$ cat src/rtl/lane_seq_pkg.sv
package lane_seq_pkg;
    typedef enum logic [1:0] {
        PH_CGS  = 2'd0,
        PH_ILA  = 2'd1,
        PH_DATA = 2'd2
    } phase_e;

    // Control characters, in their unencoded octet values
    localparam logic [7:0] SYM_COMMA    = 8'hBC; // K28.5
    localparam logic [7:0] SYM_MF_START = 8'h1C; // K28.0
    localparam logic [7:0] SYM_MF_END   = 8'h7C; // K28.3
    localparam logic [7:0] SYM_CFG_MARK = 8'h9C; // K28.4
endpackage

$ cat src/rtl/seq_bit_sync.sv
module seq_bit_sync #(
    parameter int STAGES = 2
) (
    input  logic clk,
    input  logic rst_n,
    input  logic d,
    output logic q
);
    logic [STAGES-1:0] chain_q;

    // Resets to 0: the lane treats reset as a pending request
    always_ff @(posedge clk or negedge rst_n) begin
        if (!rst_n) chain_q <= '0;
        else        chain_q <= {chain_q[STAGES-2:0], d};
    end

    assign q = chain_q[STAGES-1];
endmodule

$ cat src/rtl/ila_octet_map.sv
module ila_octet_map
    import lane_seq_pkg::*;
#(
    parameter int MF_OCTETS  = 32,
    parameter int ILA_MF     = 4,
    parameter int CFG_OCTETS = 14,
    parameter int IDX_W      = 7
) (
    input  logic [IDX_W-1:0]        idx,
    input  logic [CFG_OCTETS*8-1:0] cfg_in,
    input  logic [7:0]              data_in,
    output logic [7:0]              octet,
    output logic                    is_k
);
    localparam int POS_W = $clog2(MF_OCTETS);
    localparam int MF_W  = IDX_W - POS_W;
    localparam int CFG_W = $clog2(CFG_OCTETS);

    logic [POS_W-1:0] pos;
    logic [MF_W-1:0]  mf;
    logic [7:0]       cfg_arr [CFG_OCTETS];

    assign pos = idx[POS_W-1:0];
    assign mf  = idx[IDX_W-1:POS_W];

    for (genvar g = 0; g < CFG_OCTETS; g++) begin : g_cfg
        assign cfg_arr[g] = cfg_in[g*8 +: 8];
    end

    always_comb begin
        octet = data_in;
        is_k  = 1'b0;
        if (pos == '0) begin
            octet = SYM_MF_START;
            is_k  = 1'b1;
        end else if (pos == POS_W'(MF_OCTETS - 1)) begin
            octet = SYM_MF_END;
            is_k  = 1'b1;
        end else if (mf == MF_W'(1) && pos == POS_W'(1)) begin
            octet = SYM_CFG_MARK;
            is_k  = 1'b1;
        end else if (mf == MF_W'(1) && pos >= POS_W'(2) && pos < POS_W'(2 + CFG_OCTETS)) begin
            octet = cfg_arr[CFG_W'(pos - POS_W'(2))];
        end
    end
endmodule

$ cat src/rtl/lane_start_seq.sv
module lane_start_seq
    import lane_seq_pkg::*;
#(
    parameter int FRAMES_PER_MF    = 16,
    parameter int OCTETS_PER_FRAME = 2,
    parameter int ILA_MF           = 4,
    parameter int CFG_OCTETS       = 14,
    parameter int SYNC_STAGES      = 2
) (
    input  logic                    clk,
    input  logic                    rst_n,
    input  logic                    sync_req_n,
    input  logic                    mf_strobe,
    input  logic [7:0]              data_in,
    input  logic [CFG_OCTETS*8-1:0] cfg_in,
    output logic [7:0]              tx_octet,
    output logic                    tx_is_k,
    output logic [1:0]              link_phase
);
    localparam int MF_OCTETS  = FRAMES_PER_MF * OCTETS_PER_FRAME;
    localparam int ILA_OCTETS = MF_OCTETS * ILA_MF;
    localparam int IDX_W      = $clog2(ILA_OCTETS);

    typedef struct packed {
        phase_e           ph;
        logic [IDX_W-1:0] idx;
        logic [7:0]       oct;
        logic             k;
    } seq_t;

    seq_t             seq_d, seq_q;
    logic             sync_ok;
    logic [IDX_W-1:0] map_idx;
    logic [7:0]       map_oct;
    logic             map_k;

    seq_bit_sync #(.STAGES(SYNC_STAGES)) u_sync (
        .clk   (clk),
        .rst_n (rst_n),
        .d     (sync_req_n),
        .q     (sync_ok)
    );

    ila_octet_map #(
        .MF_OCTETS  (MF_OCTETS),
        .ILA_MF     (ILA_MF),
        .CFG_OCTETS (CFG_OCTETS),
        .IDX_W      (IDX_W)
    ) u_map (
        .idx     (map_idx),
        .cfg_in  (cfg_in),
        .data_in (data_in),
        .octet   (map_oct),
        .is_k    (map_k)
    );

    // Index of the alignment octet about to be produced
    assign map_idx = (seq_q.ph == PH_ILA) ? seq_q.idx + IDX_W'(1) : '0;

    always_comb begin
        seq_d = seq_q;
        if (!sync_ok) begin
            seq_d.ph  = PH_CGS;
            seq_d.idx = '0;
            seq_d.oct = SYM_COMMA;
            seq_d.k   = 1'b1;
        end else begin
            case (seq_q.ph)
                PH_CGS: begin
                    if (mf_strobe) begin
                        seq_d.ph  = PH_ILA;
                        seq_d.idx = '0;
                        seq_d.oct = map_oct;
                        seq_d.k   = map_k;
                    end else begin
                        seq_d.oct = SYM_COMMA;
                        seq_d.k   = 1'b1;
                    end
                end
                PH_ILA: begin
                    if (seq_q.idx == IDX_W'(ILA_OCTETS - 1)) begin
                        seq_d.ph  = PH_DATA;
                        seq_d.oct = data_in;
                        seq_d.k   = 1'b0;
                    end else begin
                        seq_d.idx = map_idx;
                        seq_d.oct = map_oct;
                        seq_d.k   = map_k;
                    end
                end
                PH_DATA: begin
                    seq_d.oct = data_in;
                    seq_d.k   = 1'b0;
                end
                default: begin
                    seq_d.ph  = PH_CGS;
                    seq_d.idx = '0;
                    seq_d.oct = SYM_COMMA;
                    seq_d.k   = 1'b1;
                end
            endcase
        end
    end

    always_ff @(posedge clk or negedge rst_n) begin
        if (!rst_n) begin
            seq_q.ph  <= PH_CGS;
            seq_q.idx <= '0;
            seq_q.oct <= SYM_COMMA;
            seq_q.k   <= 1'b1;
        end else begin
            seq_q <= seq_d;
        end
    end

    assign tx_octet   = seq_q.oct;
    assign tx_is_k    = seq_q.k;
    assign link_phase = seq_q.ph;

    // a synchronised request forces comma transmission
    p_comma_hold_r2: assert property (@(posedge clk) disable iff (!rst_n)
        !sync_ok |=> (tx_octet == SYM_COMMA && tx_is_k && link_phase == PH_CGS));

    // a boundary strobe with the request released opens the alignment sequence
    p_ila_begin_r4: assert property (@(posedge clk) disable iff (!rst_n)
        (link_phase == PH_CGS && sync_ok && mf_strobe)
        |=> (tx_octet == SYM_MF_START && tx_is_k && link_phase == PH_ILA));

    // without a strobe the lane stays in comma transmission
    p_cgs_wait_r4: assert property (@(posedge clk) disable iff (!rst_n)
        (link_phase == PH_CGS && !mf_strobe) |=> link_phase == PH_CGS);

    // the sequence only hands over to data right after an end-of-multiframe marker
    p_ila_end_r5: assert property (@(posedge clk) disable iff (!rst_n)
        (link_phase == PH_DATA && $past(link_phase) == PH_ILA)
        |-> ($past(tx_octet) == SYM_MF_END && $past(tx_is_k)));

    // data phase passes the input octet through with one register of latency
    p_data_follows_r9: assert property (@(posedge clk) disable iff (!rst_n)
        (link_phase == PH_DATA && sync_ok)
        |=> (link_phase == PH_DATA && !tx_is_k && tx_octet == $past(data_in)));

    // the control flag only accompanies control character values
    p_kflag_codes_r10: assert property (@(posedge clk) disable iff (!rst_n)
        tx_is_k |-> (tx_octet == SYM_COMMA || tx_octet == SYM_MF_START ||
                     tx_octet == SYM_MF_END || tx_octet == SYM_CFG_MARK));
endmodule

$ cat config.mk
export PLATFORM = sky130hd
export DESIGN_NAME = lane_start_seq
export DESIGN_NICKNAME = d
export VERILOG_FILES = /design/src/rtl/lane_seq_pkg.sv /design/src/rtl/seq_bit_sync.sv /design/src/rtl/ila_octet_map.sv /design/src/rtl/lane_start_seq.sv
export SDC_FILE = /design/constraint.sdc
export NUM_CORES = 1
export LEC_CHECK = 0
export ABC_AREA = 1
export BUFFER_PORTS_ARGS = -buffer_cell sky130_fd_sc_hd__buf_2
export CORE_MARGIN = 4
export CORE_UTILIZATION = 50
export DETAILED_ROUTE_END_ITERATION = 16
export HOLD_SLACK_MARGIN = 0.05
export PLACE_DENSITY = 0.95
export SYNTH_ARGS = -nofsm -noshare
export SYNTH_HDL_FRONTEND = slang
export SYNTH_HIERARCHICAL = 1
export SYNTH_SLANG_ARGS = --single-unit
$ cat constraint.sdc
create_clock -name clk -period 5.1 [get_ports clk]
set_input_delay 0.765 -clock clk [delete_from_list [all_inputs] [get_ports clk]]
set_output_delay 0.765 -clock clk [all_outputs]
set_load 0.005 [all_outputs]
Word level (Yosys, flattened, before mapping)
Cells that the tools add are included.
{ "classes": {"n_addsub": 2, "multipliers": 0, "div_mod_pow": 0, "order_cmp": 3, "eq_ne": 10, "shifts": 0, "muxes": 19, "bitwise": 1, "n_reduce_logical": 7} }
{ "op_table": {"columns": ["op", "count"], "rows": [
  ["case mux 9 bit (3 select lines)", 2],
  ["two-way mux 8 bit", 6],
  ["binary-select mux 8 bit (select 4 bit)", 1],
  ["two-way mux 9 bit", 3],
  ["two-way mux 18 bit", 1],
  ["two-way mux 7 bit", 2],
  ["inequality test 3 bit (second input constant)", 3],
  ["adder 7 x 1 -> 7 bit (second input constant)", 1],
  ["== test 7 bit (second input constant)", 1],
  ["AND reduction 3 bit", 2],
  ["== test 5 x 1 -> 1 bit (second input constant)", 1],
  ["== test 5 bit (second input constant)", 1],
  ["greater-or-equal comparator 5 x 2 -> 1 bit (second input constant)", 1],
  ["greater-or-equal comparator 5 bit (second input constant)", 1],
  ["logical NOT 5 bit", 1],
  ["< comparator 5 bit (second input constant)", 1],
  ["NOT 4 -> 5 bit", 1],
  ["== test 2 x 1 -> 1 bit (second input constant)", 2],
  ["subtractor 4 x 2 -> 4 bit (second input constant)", 1],
  ["logical AND 1 bit", 3],
  ["two-way mux 1 bit", 3],
  ["== test 2 bit (second input constant)", 1],
  ["logical NOT 2 bit", 1],
  ["two-way mux 2 bit", 1],
  ["inequality test 2 bit (second input constant)", 1]
]} }
{ "totals": {"reg_bits": 20, "latchBits": 0, "ram_bits": 0, "mem_bits_ro": 0, "input_bits": 124, "output_inout_bits": 11, "n_memories": 0} }

Logic depth before layout (Yosys ltp)
{ "logic_depth": {"word_depth": 14, "mapped_depth": 20} }

Modules after synthesis
Netlist, hierarchy kept.
{ "by_module_without_submodules": {"columns": ["mod", "instances", "cells_each", "area_each_um2"], "rows": [
  ["ila_octet_map", 1, 272, 1290.0],
  ["lane_start_seq", 1, 165, 1197.4],
  ["seq_bit_sync", 1, 2, 50.0]
]} }

Worst setup path before layout
Ideal clock, no wire load.
{ "synth_timing": {"path_type": "register -> register", "from": "register seq_q[9] (netlist bit)", "to": "register seq_q, in the netlist tx_octet[2]", "setup_ns": 0.084, "t_arrival_ns": 2.597, "required_time_ns": 5.016, "path_slack_ns": 2.419, "path_stages_with_launch": 19, "n_path_buf": 3, "period_less_slack_ns": 2.681, "path_cell_list": "dfrtp_1 > ha_1 > inv_1 > nor2_1 > inv_2 > buf_6 > ha_1 > buf_2 > inv_1 > buf_2 > nand4_1 > o21ai_0 > nand2_1 > nand3_1 > nand2_1 > inv_1 > a21oi_1 > a211oi_1 > nand2_1"} }
{ "synth_rtl": {"columns": ["element", "line_no", "source"], "rows": [
  ["start: declaration", "lane_start_seq.sv:31", "seq_t seq_d, seq_q;"],
  ["start signal: assignment", "lane_start_seq.sv:112", "seq_q <= seq_d;"]
]} }

==> flow_summary.toml <==
[worst_setup_path]
worstPathMaxFanout = 17
crit_arrival_ns = 3.59
rr_worst_depth = 18
crit_start = "seq_q[9]$_DFFE_PN0P_"
timing.rr.end = "tx_octet[6]$_DFF_PN0_"
critPathRequiredTime_ns = 5.28
worstSetupPathType = "reg2reg"
start_kind = "register"
endpoint = "tx_octet[6]$_DFF_PN0_"
r2r-start = "seq_q[9]$_DFFE_PN0P_"
rrSetupSlack_ns = 1.69
worst_setup_path_end_kind = "register"

[sta]
setup_viol = 0
min_period_ns = 3.41
worst-slew-pin-transition_ns = 0.837
slew_violations = 0
fin_setup_tns_ns = 0
finClkSkew_ns = 0.00286
slew-limit-headroom = 0.440
fmax_mhz = 294
rsz0062_at_grt = "no"
fin_crit_sh = 0.668
hold_viol_final = 0

[logic_synthesis]
synth.avg_cell_area_um2 = 5.78
seq_area_frac_synth = 0.200
synth_top_area_frac = 0.226
synth_top_area_cell = "nand2_1"
syn_nets = 565
ys_types = 34
synth_seq_cells = 20
synth_area_leaders = "nand2_1 (23%), dfrtp_1 (14%), nand3_1 (7.9%)"
yosys_warnings = 6
synth_area_um2 = 2540
synth_cells = 439

[routing]
drc = 0
wl_um = 8610
drt_pass1_iterations = 6
viasPerCell = 5.46
num_vias = 3388
ant_nets = 0
wire_per_inst_um = 13.9
drtIter0Drc = 321

[clocking]
cts_setup_buffers = 0
cts_num_sinks = 20
clk_pin_slew_ns = 0.07
cts_tree = "yes"
clock_latency_ns = 0.26
cts-root-buf = "clkbuf_8"
post_cts_resized = 0
ctsHtreeMaxLevel = 1
cts_buffers = 3
postCtsHoldBufs = 0
cts_max_path_buffers = 2

[place]
post-dp-hpwl_um = 6890
portBuffers = 134
globalplace.congestion = 0.942
dp.cells = 617

[floorplan]
core_region_area_um2 = 4820
die_area_um2 = 6280
pin_count = 135
die_h_um = 79.2
initial_core_util = 0.527
rows = 25
die_w_um = 79.2

[power_and_ir_drop]
power_leakage_uw = 0.00170
fin_total_pwr_uw = 463
power_density_nw_per_um2 = 146
swShare = 0.348
peakVddDrop_mv = 0.125
seq_power_share = 0.372
p_comb_frac = 0.398
clkPwrFrac = 0.230
p_sw_uw = 161
p_int_uw = 302

[global_route]
antenna_found_initial = 0
grt_first_pass_wirelength_um = 13600
grt_use_total = 0.265
grt_max_degree = 22
overflow = 0
grt_pass1_vias = 3053

[cells_and_area]
final_common_cell = "nand2_1"
antennaDiodeCount = 0
drive_gt1_frac = 0.318
fill_cells = 487
final_cell_mix = "nand2_1 (153), buf_2 (134), nor2_1 (46)"
area_growth_pct = 24.9
instances_no_fill = 621
nets = 681

[hold_path]
whs_path_depth = 0
hold_path_class = "reg2reg"

[flow_run]
maxCapViolCount = 0

[outcome]
status = "complete, no violations"
metrics by stage:
step	util	hold slack, ns	instance area, um2	setup WS, ns
floorplan	-	0.331	2540	2.42
global placement	0.649	0.332	3120	1.91
detailed placement	0.649	0.363	3120	1.78
CTS	0.658	0.380	3170	1.75
global route	0.658	0.398	3170	1.32
finish	0.658	0.372	3170	1.69
cell type report:
type,count,area (um2),area share
Multi-Input combinational cell,347,1670,0.526
Timing Repair Buffer,136,686,0.216
Sequential cell,20,508,0.160
Inverter,47,179,0.0565
Tap cell,67,83.8,0.0265
Clock buffer,4,45.0,0.0142
worst min-delay path by stage:
| stage | startpoint | endpoint | slack [ns] |
|---|---|---|---|
| final | u_sync/chain_q[0]$_DFF_PN0_ | u_sync/chain_q[1]$_DFF_PN0_ | 0.37 |
| after global routing | u_sync/chain_q[0]$_DFF_PN0_ | u_sync/chain_q[1]$_DFF_PN0_ | 0.40 |
| after CTS | u_sync/chain_q[0]$_DFF_PN0_ | u_sync/chain_q[1]$_DFF_PN0_ | 0.38 |
| after detailed placement | u_sync/chain_q[0]$_DFF_PN0_ | u_sync/chain_q[1]$_DFF_PN0_ | 0.36 |
| after global placement | u_sync/chain_q[0]$_DFF_PN0_ | u_sync/chain_q[1]$_DFF_PN0_ | 0.33 |
| after floorplan | u_sync/chain_q[0]$_DFF_PN0_ | u_sync/chain_q[1]$_DFF_PN0_ | 0.33 |
metal layers:
layer  up-vias  global-route usage  share of wire
li1       1652                   -              -
met1      1505               0.319           0.37
met2       206               0.472           0.50
met3        25              0.0488           0.10
met4         0              0.0842          0.025
met5         -                   0              0
power by group through the flow:
| stage | Combinational, uW | Sequential, uW | Clock [uW] |
|---|---|---|---|
| after global routing | 205 | 173 | 118 |
| after detailed placement | 180 | 175 | 0 |
| after global placement | 176 | 174 | 0 |
| after CTS | 181 | 172 | 110 |
| final | 184 | 172 | 107 |
| after floorplan | 112 | 174 | 0 |
state kept, by name (all words and copies together), names as in the netlist:
register and flops:
tx_octet 8, seq_q 7, link_phase 2, u_sync/chain_q 2, tx_is_k 1
critical path, stage by stage, from the launching register on:
cell     delay [ns]
dfrtp_1        0.44
ha_1           0.31
inv_1          0.04
nor2_1         0.10
buf_4          0.21
inv_2          0.15
ha_1           0.65
inv_1          0.39
nand3_1        0.18
nand2_1        0.06
nor2_1         0.11
nor2_1         0.04
nand2_1        0.06
nand2_1        0.05
a21oi_1        0.17
nand3_1        0.10
o21ai_0        0.09
inv_1          0.06
a21oi_1        0.14
cell families after synthesis:
group                    share of synthesized area
AO/OA/AOI/OAI                                0.168
buffers and inverters                        0.143
flip-flops                                   0.200
adder cells (fa/ha/maj)                    0.00986
AND/OR/NAND/NOR                              0.473
XOR/XNOR                                   0.00641
cell usage after synthesis, drive strengths merged:
cell type,n
clkbuf,1
a22oi,5
o22a,1
a22o,2
inv,47
nor3,2
nand3b,3
nor2,52
o21ai,19
dfrtp,14
buf,24
a21oi,34
o22ai,2
o2111ai,2
nand2,160
or2,2
nand3,40
o211ai,2
nand4,13
dfstp,6
xor2,1
ha,2
a211oi,5
Power figures use the tool's default switching activity.
